--- src/rtl/psd_pkg.sv ---
package psd_pkg;
    parameter int PSD_CELLS = 7;

    typedef enum logic [1:0] {
        PH_A = 2'd0,
        PH_B = 2'd1,
        PH_C = 2'd2
    } cell_ph_e;
endpackage

--- src/rtl/psd_cell.sv ---
module psd_cell
    import psd_pkg::*;
(
    input  logic clk,
    input  logic rst_n,
    input  logic tick_in,
    input  logic fin_in,
    input  logic swallow,
    output logic tick_out,
    output logic fin_out
);
    cell_ph_e ph_q;
    cell_ph_e ph_nxt;
    logic     last;
    logic     extend;

    assign extend = swallow & fin_in;

    // Next phase and end-of-cycle decode
    always_comb begin
        ph_nxt = ph_q;
        last   = 1'b0;
        unique case (ph_q)
            PH_A: ph_nxt = PH_B;
            PH_B: begin
                if (extend) begin
                    ph_nxt = PH_C;
                end else begin
                    ph_nxt = PH_A;
                    last   = 1'b1;
                end
            end
            PH_C: begin
                ph_nxt = PH_A;
                last   = 1'b1;
            end
            default: ph_nxt = PH_A;
        endcase
    end

    // Phase register advances only on an input tick
    always_ff @(posedge clk or negedge rst_n) begin
        if (!rst_n) begin
            ph_q <= PH_A;
        end else if (tick_in) begin
            ph_q <= ph_nxt;
        end
    end

    assign tick_out = tick_in & last;
    assign fin_out  = fin_in & last;
endmodule

--- src/rtl/psd_resync.sv ---
module psd_resync (
    input  logic clk,
    input  logic rst_n,
    input  logic wrap,
    input  logic tk1,
    input  logic tk2,
    input  logic tk3,
    input  logic bias_win,
    output logic div_out,
    output logic bias_en,
    output logic dac_en
);
    logic pend_q;
    logic st3_q;
    logic st2_q;
    logic st1_q;
    logic bias_q;

    always_ff @(posedge clk or negedge rst_n) begin
        if (!rst_n) begin
            pend_q <= 1'b0;
            st3_q  <= 1'b0;
            st2_q  <= 1'b0;
            st1_q  <= 1'b0;
            bias_q <= 1'b0;
        end else begin
            if (wrap) begin
                pend_q <= 1'b1;
            end else if (tk3) begin
                pend_q <= 1'b0;
            end
            if (tk3) st3_q <= pend_q;
            if (tk2) st2_q <= st3_q;
            if (tk1) st1_q <= st2_q;
            bias_q <= bias_win;
        end
    end

    assign div_out = st1_q;
    assign bias_en = bias_q;
    assign dac_en  = st3_q & st2_q;
endmodule

--- src/rtl/psd_divider.sv ---
module psd_divider
    import psd_pkg::*;
#(
    parameter int NCELL = PSD_CELLS
) (
    input  logic             clk,
    input  logic             rst_n,
    input  logic [NCELL-1:0] mod_word,
    output logic             div_out,
    output logic             bias_en,
    output logic             dac_en
);
    localparam int BIAS_IDX = NCELL - 3;

    logic [NCELL:0]   tk;
    logic [NCELL:0]   fin;
    logic [NCELL-1:0] mod_q;
    logic             wrap;

    assign tk[0]      = 1'b1;
    assign fin[NCELL] = 1'b1;
    assign wrap       = tk[NCELL];

    for (genvar i = 0; i < NCELL; i++) begin : g_cell
        psd_cell u_cell (
            .clk      (clk),
            .rst_n    (rst_n),
            .tick_in  (tk[i]),
            .fin_in   (fin[i+1]),
            .swallow  (mod_q[i]),
            .tick_out (tk[i+1]),
            .fin_out  (fin[i])
        );
    end

    // Modulus is taken only at the last clock of a chain period
    always_ff @(posedge clk or negedge rst_n) begin
        if (!rst_n) begin
            mod_q <= '0;
        end else if (fin[0]) begin
            mod_q <= mod_word;
        end
    end

    psd_resync u_resync (
        .clk      (clk),
        .rst_n    (rst_n),
        .wrap     (wrap),
        .tk1      (tk[1]),
        .tk2      (tk[2]),
        .tk3      (tk[3]),
        .bias_win (fin[BIAS_IDX]),
        .div_out  (div_out),
        .bias_en  (bias_en),
        .dac_en   (dac_en)
    );
endmodule

--- config.mk ---
export PLATFORM = sky130hd
export DESIGN_NAME = psd_divider
export DESIGN_NICKNAME = d
export VERILOG_FILES = /design/src/rtl/psd_pkg.sv /design/src/rtl/psd_cell.sv /design/src/rtl/psd_resync.sv /design/src/rtl/psd_divider.sv
export SDC_FILE = /design/constraint.sdc
export NUM_CORES = 1
export LEC_CHECK = 0
export ABC_AREA = 1
export BUFFER_PORTS_ARGS = -buffer_cell sky130_fd_sc_hd__buf_2
export CORE_UTILIZATION = 35
export DETAILED_ROUTE_END_ITERATION = 8
export PLACE_DENSITY = 0.56
export SLEW_MARGIN = 20
export SYNTH_ARGS = -nofsm -noshare
export SYNTH_HDL_FRONTEND = slang
export SYNTH_SLANG_ARGS = --single-unit
--- constraint.sdc ---
create_clock -name clk -period 2.7 [get_ports clk]
set_input_delay 0.27 -clock clk [delete_from_list [all_inputs] [get_ports clk]]
set_output_delay 0.27 -clock clk [all_outputs]
set_load 0.02 [all_outputs]
-- Word-level counts from Yosys, hierarchy flattened
Index checks and enable logic that the tools add are counted.
- equal/unequal tests: 14
- muxes and demuxes: 30
- bitwise operators: 19
- reduce and logical (&&, ||, !) cells: 8
- operators with widths (operator ; count):
    $pmux 2 s2 ; 7
    $and 1x1->1 ; 19
    $eq 2x1->1 const B ; 7
    $eq 2x2->1 const B ; 7
    $logic_not 2->1 ; 7
    $mux 2 ; 7
    $pmux 1 s2 ; 7
    $mux 1 ; 9
    $reduce_bool 2->1 ; 1
- register bits after elaboration: 26

-- Logic depth before layout (Yosys ltp)
- word-level depth: 32
- mapped depth: 27
- mapped depth without buffers: 27

-- Hierarchy
Synthesis repeated with hierarchy kept, for this count alone.
- cells, all modules: 193
- area total of the unflattened synthesis: 1495.2 um^2
- by module, submodules not included (module ; instances ; cells each ; area an instance (um^2) ; seq. area each (um^2)):
    psd_cell ; 7 ; 20 ; 147.6 ; 50.0
    psd_divider ; 1 ; 31 ; 272.8 ; 175.2
    psd_resync ; 1 ; 22 ; 188.9 ; 125.1

-- Worst setup path before layout
Ideal clock, no wire load.
- path kind: reg2reg
- start point: register g_cell[6].u_cell.ph_q[0]
- end point: register g_cell[6].u_cell.ph_q[1]
- library setup time: 117 ps
- arrival time: 2520 ps
- slack: 63 ps
- stages on the path, launching flop included: 23
- buffers on the path: 0
- period minus slack after synthesis: 2637 ps
- cells stage by stage: dfrtp_1 inv_1 ha_1 a21boi_1 nand4_1 nand2_1 nand2_2 nand4_1 nand2_1 nand2_1 nand2_2 nor2_8 nand4_2 nand2_2 nand2_1 nand3_2 nand2_2 nand2_4 nand4_4 nor2_4 nand3_1 nand2_1 nand2_1
- word-level cells in the longest chain between the ends: 30
- elaborated cells on any way between the ends: 33
- ends and longest elaborated chain (element ; RTL line ; source):
    start: declaration ; psd_cell.sv:12 ; cell_ph_e ph_q;
    start signal: assignment ; psd_cell.sv:46 ; ph_q <= ph_nxt;
    $eq 2x2->1 / $eq 2x1->1 (equally long branches) ; psd_cell.sv:23 ; unique case (ph_q)
    $pmux 1 s2 ; psd_cell.sv:23 ;
    $and 1x1->1 ; psd_cell.sv:17 ; assign extend = swallow & fin_in;
    $mux 1 ; psd_cell.sv:26 ; if (extend) begin
    $pmux 1 s2 ; psd_cell.sv:23 ;
    $and 1x1->1 ; psd_cell.sv:51 ; assign fin_out = fin_in & last;
    $and 1x1->1 ; psd_cell.sv:17 ;
    $mux 1 ; psd_cell.sv:26 ;
    (+10 left out) ; -- ;
    $and 1x1->1 ; psd_cell.sv:17 ;
    $mux 1 ; psd_cell.sv:26 ;
    $pmux 1 s2 ; psd_cell.sv:23 ;
    $and 1x1->1 ; psd_cell.sv:51 ;
    $and 1x1->1 ; psd_cell.sv:17 ;
    $mux 1 ; psd_cell.sv:26 ;
    $pmux 1 s2 ; psd_cell.sv:23 ;
    $and 1x1->1 (5 in a row) ; psd_cell.sv:50 ; assign tick_out = tick_in & last;
Parallel ways exist; a longest one is shown, timed or not.
A chain may end at the register's enable or synchronous reset.

-- Worst setup path in the final report
- start point: register g_cell[6].u_cell.ph_q[0]
- end point: register g_cell[4].u_cell.ph_q[1]
- word-level cells in the longest chain between the ends: 28
- elaborated cells on any way between the ends: 31
- ends and longest elaborated chain (element ; RTL line ; source):
    $eq 2x2->1 / $eq 2x1->1 (equally long branches) ; psd_cell.sv:23 ;
    $pmux 1 s2 * ; psd_cell.sv:23 ;
    $and 1x1->1 ; psd_cell.sv:17 ;
    $mux 1 ; psd_cell.sv:26 ;
    $pmux 1 s2 ; psd_cell.sv:23 ;
    $and 1x1->1 * ; psd_cell.sv:51 ;
    $and 1x1->1 ; psd_cell.sv:17 ;
    $mux 1 ; psd_cell.sv:26 ;
    (+2 left out) ; -- ;
    net g_cell[3].u_cell.fin_in ; psd_cell.sv:7 ; input logic fin_in,
    (+9 left out) ; -- ;
    $mux 1 ; psd_cell.sv:26 ;
    $pmux 1 s2 ; psd_cell.sv:23 ;
    $and 1x1->1 ; psd_cell.sv:51 ;
    $and 1x1->1 ; psd_cell.sv:17 ;
    $mux 1 ; psd_cell.sv:26 ;
    $pmux 1 s2 ; psd_cell.sv:23 ;
    $and 1x1->1 (2 in a row) ; psd_cell.sv:50 ;
    $and 1x1->1 * ; psd_cell.sv:50 ;
    end signal: assignment ; psd_cell.sv:46 ;
    end: declaration ; psd_cell.sv:12 ;
Mark *: on every way through the listed nets, which the timed path passes. The rest lies on a longest branch.

==> impl_metrics.tcl <==
set metrics [dict create \
    synth_ff_type "dfrtp_1" \
    crit_slowest_cell "dfrtp_1" \
    synthDistinctLibCells 24 \
    tightest_slew_ps 579 \
    io_pins 12 \
    syn_inst 179 \
    post-place-ws_ps -187 \
    status "complete, but fails checks" \
    diodes 0 \
    cts_tree "done" \
    syn_nets 209 \
    antenna_found_initial 0 \
    ys_ff_latch 26 \
    core_area_um2 4380 \
    tns_ps -1700 \
    synth_area_um2 1620 \
    worstSetupPathType "flip-flop to flip-flop" \
    synth_top_area_cell "dfrtp_1" \
    drc 0 \
    clkLatencyLatePin_ps 270 \
    finClkSkew_ps 10.7 \
    ys_seq_area_share_pct 40.2 \
    clk_pin_slew_ps 100 \
    portBuffers 11 \
    min_period_over_period_pct 106 \
    drt-vias-per-instance 4.47 \
    place_congestion 0.713 \
    wl_um 3110 \
    path_cells "inv_2 -> ha_4 -> inv_4 -> nand2_2 -> nand3_2 -> nand2_2 -> nand2_2 -> nand4_1 -> nand2_1 -> nand2_2 -> nand2_2 -> nor3_4 -> nand4_1 -> nand2_2 -> nand2_2 -> nand4_4 -> nand2_2 -> a21boi_1 -> buf_4 -> nand4_4 -> nor2_4 -> buf_6 -> nand3b_1 -> o21ai_1" \
    ff2ff_path_depth 24 \
    start_util_pct 36.9 \
    crit_family "simple AND/OR/NAND/NOR gates" \
    synthTopCellsByCount "nand2_1 (37), inv_1 (31), dfrtp_1 (26), ha_1 (21), nand3_1 (10)" \
    ys_top_cells_by_area "dfrtp_1 (40%), ha_1 (16%), nand2_1 (8.6%)" \
    syn_to_final_growth_pct 31.1 \
    startpoint_type "flip-flop" \
    final_layout_size_suffix_gt1_share_pct 39.0 \
    setup_violations 18 \
    cellPowerDensity_nw_per_um2 311 \
    power.internal_uw 525 \
    power_switching_uw 135 \
    rsz0062_at_grt "yes" \
    finalHoldViolations 26 \
    die_area_um2 4900 \
    nets 254 \
    rows 24 \
    max_stage_delay_ps 430 \
    slew_headroom_pct 61.4 \
    cts-root-buf "clkbuf_8" \
    grt_use_total_pct 13.9 \
    ir_drop_v 0.000219 \
    cp.buffers_inverters 4 \
    setup_ws_ps -153 \
    wire_per_inst_um 11.3 \
    hold_class "input pin to async pin" \
    required_ps 2910 \
    synth_top_cell_area_share_pct 40.2 \
    numCtsBuffers 3 \
    cts_buffer_depth 2 \
    die_w_um 70.0 \
    synthArstFlopShare_pct 100 \
    crit_cells 24 \
    synth_edf_count 0 \
    ant_nets 0 \
    timing.fmax_mhz 350 \
    crit_arrival_ps 3070 \
    dp_hpwl_um 2130 \
    pwr-share-clk_pct 38.8 \
    crit_fanout 6 \
    swShare_pct 20.5 \
    violations "hold timing, setup timing" \
    seq_power_share_pct 59.1 \
    syn_avg_cell_area_um2 9.04 \
    fin_crit_ps 2850 \
    dieHeight_um 70.0 \
    combPwrFrac_pct 2.1 \
    slew_viol_final 0 \
    grt_pass1_vias 1251 \
    dr.pass1.iters 4 \
    yosysWarnings 0 \
    grt_pass1_wl_um 5380 \
    p_leak_nw 1.06 \
    clock-sinks 26 \
    dr_total_vias 1230 \
    grt_max_degree 27 \
    hold_slack_ps -20.3 \
    crit_top_cell "nand2_2" \
    grt_overflow_total 0 \
    cap_violations 0 \
    cp-end-kind "flip-flop" \
    post-synth-top-count-cell "nand2_1" \
    drt_iter0_markers 17 \
    h-tree-depth 1 \
]
cells in the final DEF (no fill, tap or decap):
cell type,Yosys,layout
nor2_1,4,3
buf_2,0,11
nand3_4,1,2
o21ai_0,9,4
nand3b_1,2,2
inv_1,31,27
a21boi_1,2,1
dfrtp_1,26,26
nor3_4,1,1
nand2_4,2,3
buf_6,0,3
nand4_4,1,2
o21ai_1,4,8
ha_4,0,3
ha_1,21,18
buf_4,1,26
a21oi_1,1,1
nor2_4,2,2
inv_2,4,7
nor2_8,1,1
nand3_1,10,8
nand3_2,1,3
nand2_1,37,31
a21boi_4,1,1
nand4_1,7,7
clkbuf_8,0,4
inv_4,0,1
o21ai_2,0,1
a21boi_2,0,1
nand2_2,9,14
nor2_2,0,1
worst paths after layout:
kind / from / endpoint / slack (ps)
max: g_cell[6].u_cell.ph_q[0] / g_cell[4].u_cell.ph_q[1] / -150
min: rst_n / g_cell[5].u_cell.ph_q[1] / -20
max reg2reg: g_cell[6].u_cell.ph_q[0] / g_cell[4].u_cell.ph_q[1] / -150
min reg2reg: u_resync.div_out / u_resync.div_out / 490
max in group asynchronous: rst_n / g_cell[1].u_cell.ph_q[0] / 2330
min in group clk: mod_word[2] / mod_q[2] / 220
power by group through the flow:
stage                     clock [mW]  sequential (mW)  combinational [mW]
after floorplan                    0            0.398            0.000805
after global placement             0            0.398              0.0148
after detailed placement           0            0.398              0.0149
after CTS                      0.264            0.390              0.0149
after global routing           0.287            0.390              0.0169
final                          0.256            0.390              0.0140
per-layer routing:
layer | up-vias | global-route usage, % | routed length [um]
met5 | - | 0 | 0
met4 | 0 | 4.67 | 46
li1 | 655 | - | -
met1 | 556 | 17.8 | 1490
met3 | 4 | 2.16 | 68
met2 | 15 | 23.7 | 1510
stage by stage:
stage | total power [mW] | hold WS [ps] | util [%] | std cells | area (um^2)
3_3_place_gp | 0.412 | 311 | 41.7 | 254 | 1830
3_5_place_dp | 0.413 | 313 | 41.7 | 254 | 1830
4_1_cts | 0.669 | 13.2 | 46.9 | 272 | 2060
2_1_floorplan | 0.399 | -25.6 | - | 179 | 1620
5_1_grt | 0.694 | 19.8 | 48.4 | 275 | 2120
6_report | 0.660 | -20.3 | 48.4 | 275 | 2120
cell families (layout without fill, tap and decap cells):
family | Yosys count | in the layout | synth area share, %
simple gates | 79 | 80 | 28.5
buf+inv | 36 | 79 | 8.58
flops | 26 | 26 | 40.2
fa+ha+maj | 21 | 21 | 16.2
compound gates | 17 | 17 | 6.42
state kept, by name, indices dropped and copies added (netlist names):
| name | flops |
|---|---|
| u_resync.pend_q | 1 |
| u_resync.st3_q | 1 |
| u_resync.st2_q | 1 |
| u_resync.bias_en | 1 |
| g_cell.u_cell.ph_q | 14 |
| mod_q | 7 |
| u_resync.div_out | 1 |
what timing repair did:
| item | in CTS | in global routing |
|---|---|---|
| pin swaps | 3 | 2 |
| buffers inserted | 13 | 3 |
| resized for setup | 16 | 16 |
| setup endpoints to repair | 22 | 23 |
| hold buffers | 0 | 0 |
| cloned | 1 | 0 |
layout make-up:
type / count / area, um^2
inverters: 35 / 134
multi-input cells: 118 / 932
well taps: 52 / 65.1
fillers: 427 / 2260
repair buffers: 40 / 284
flip-flops and latches: 26 / 651
clock buffers: 4 / 55.1
(Power assumes the default switching activity.)
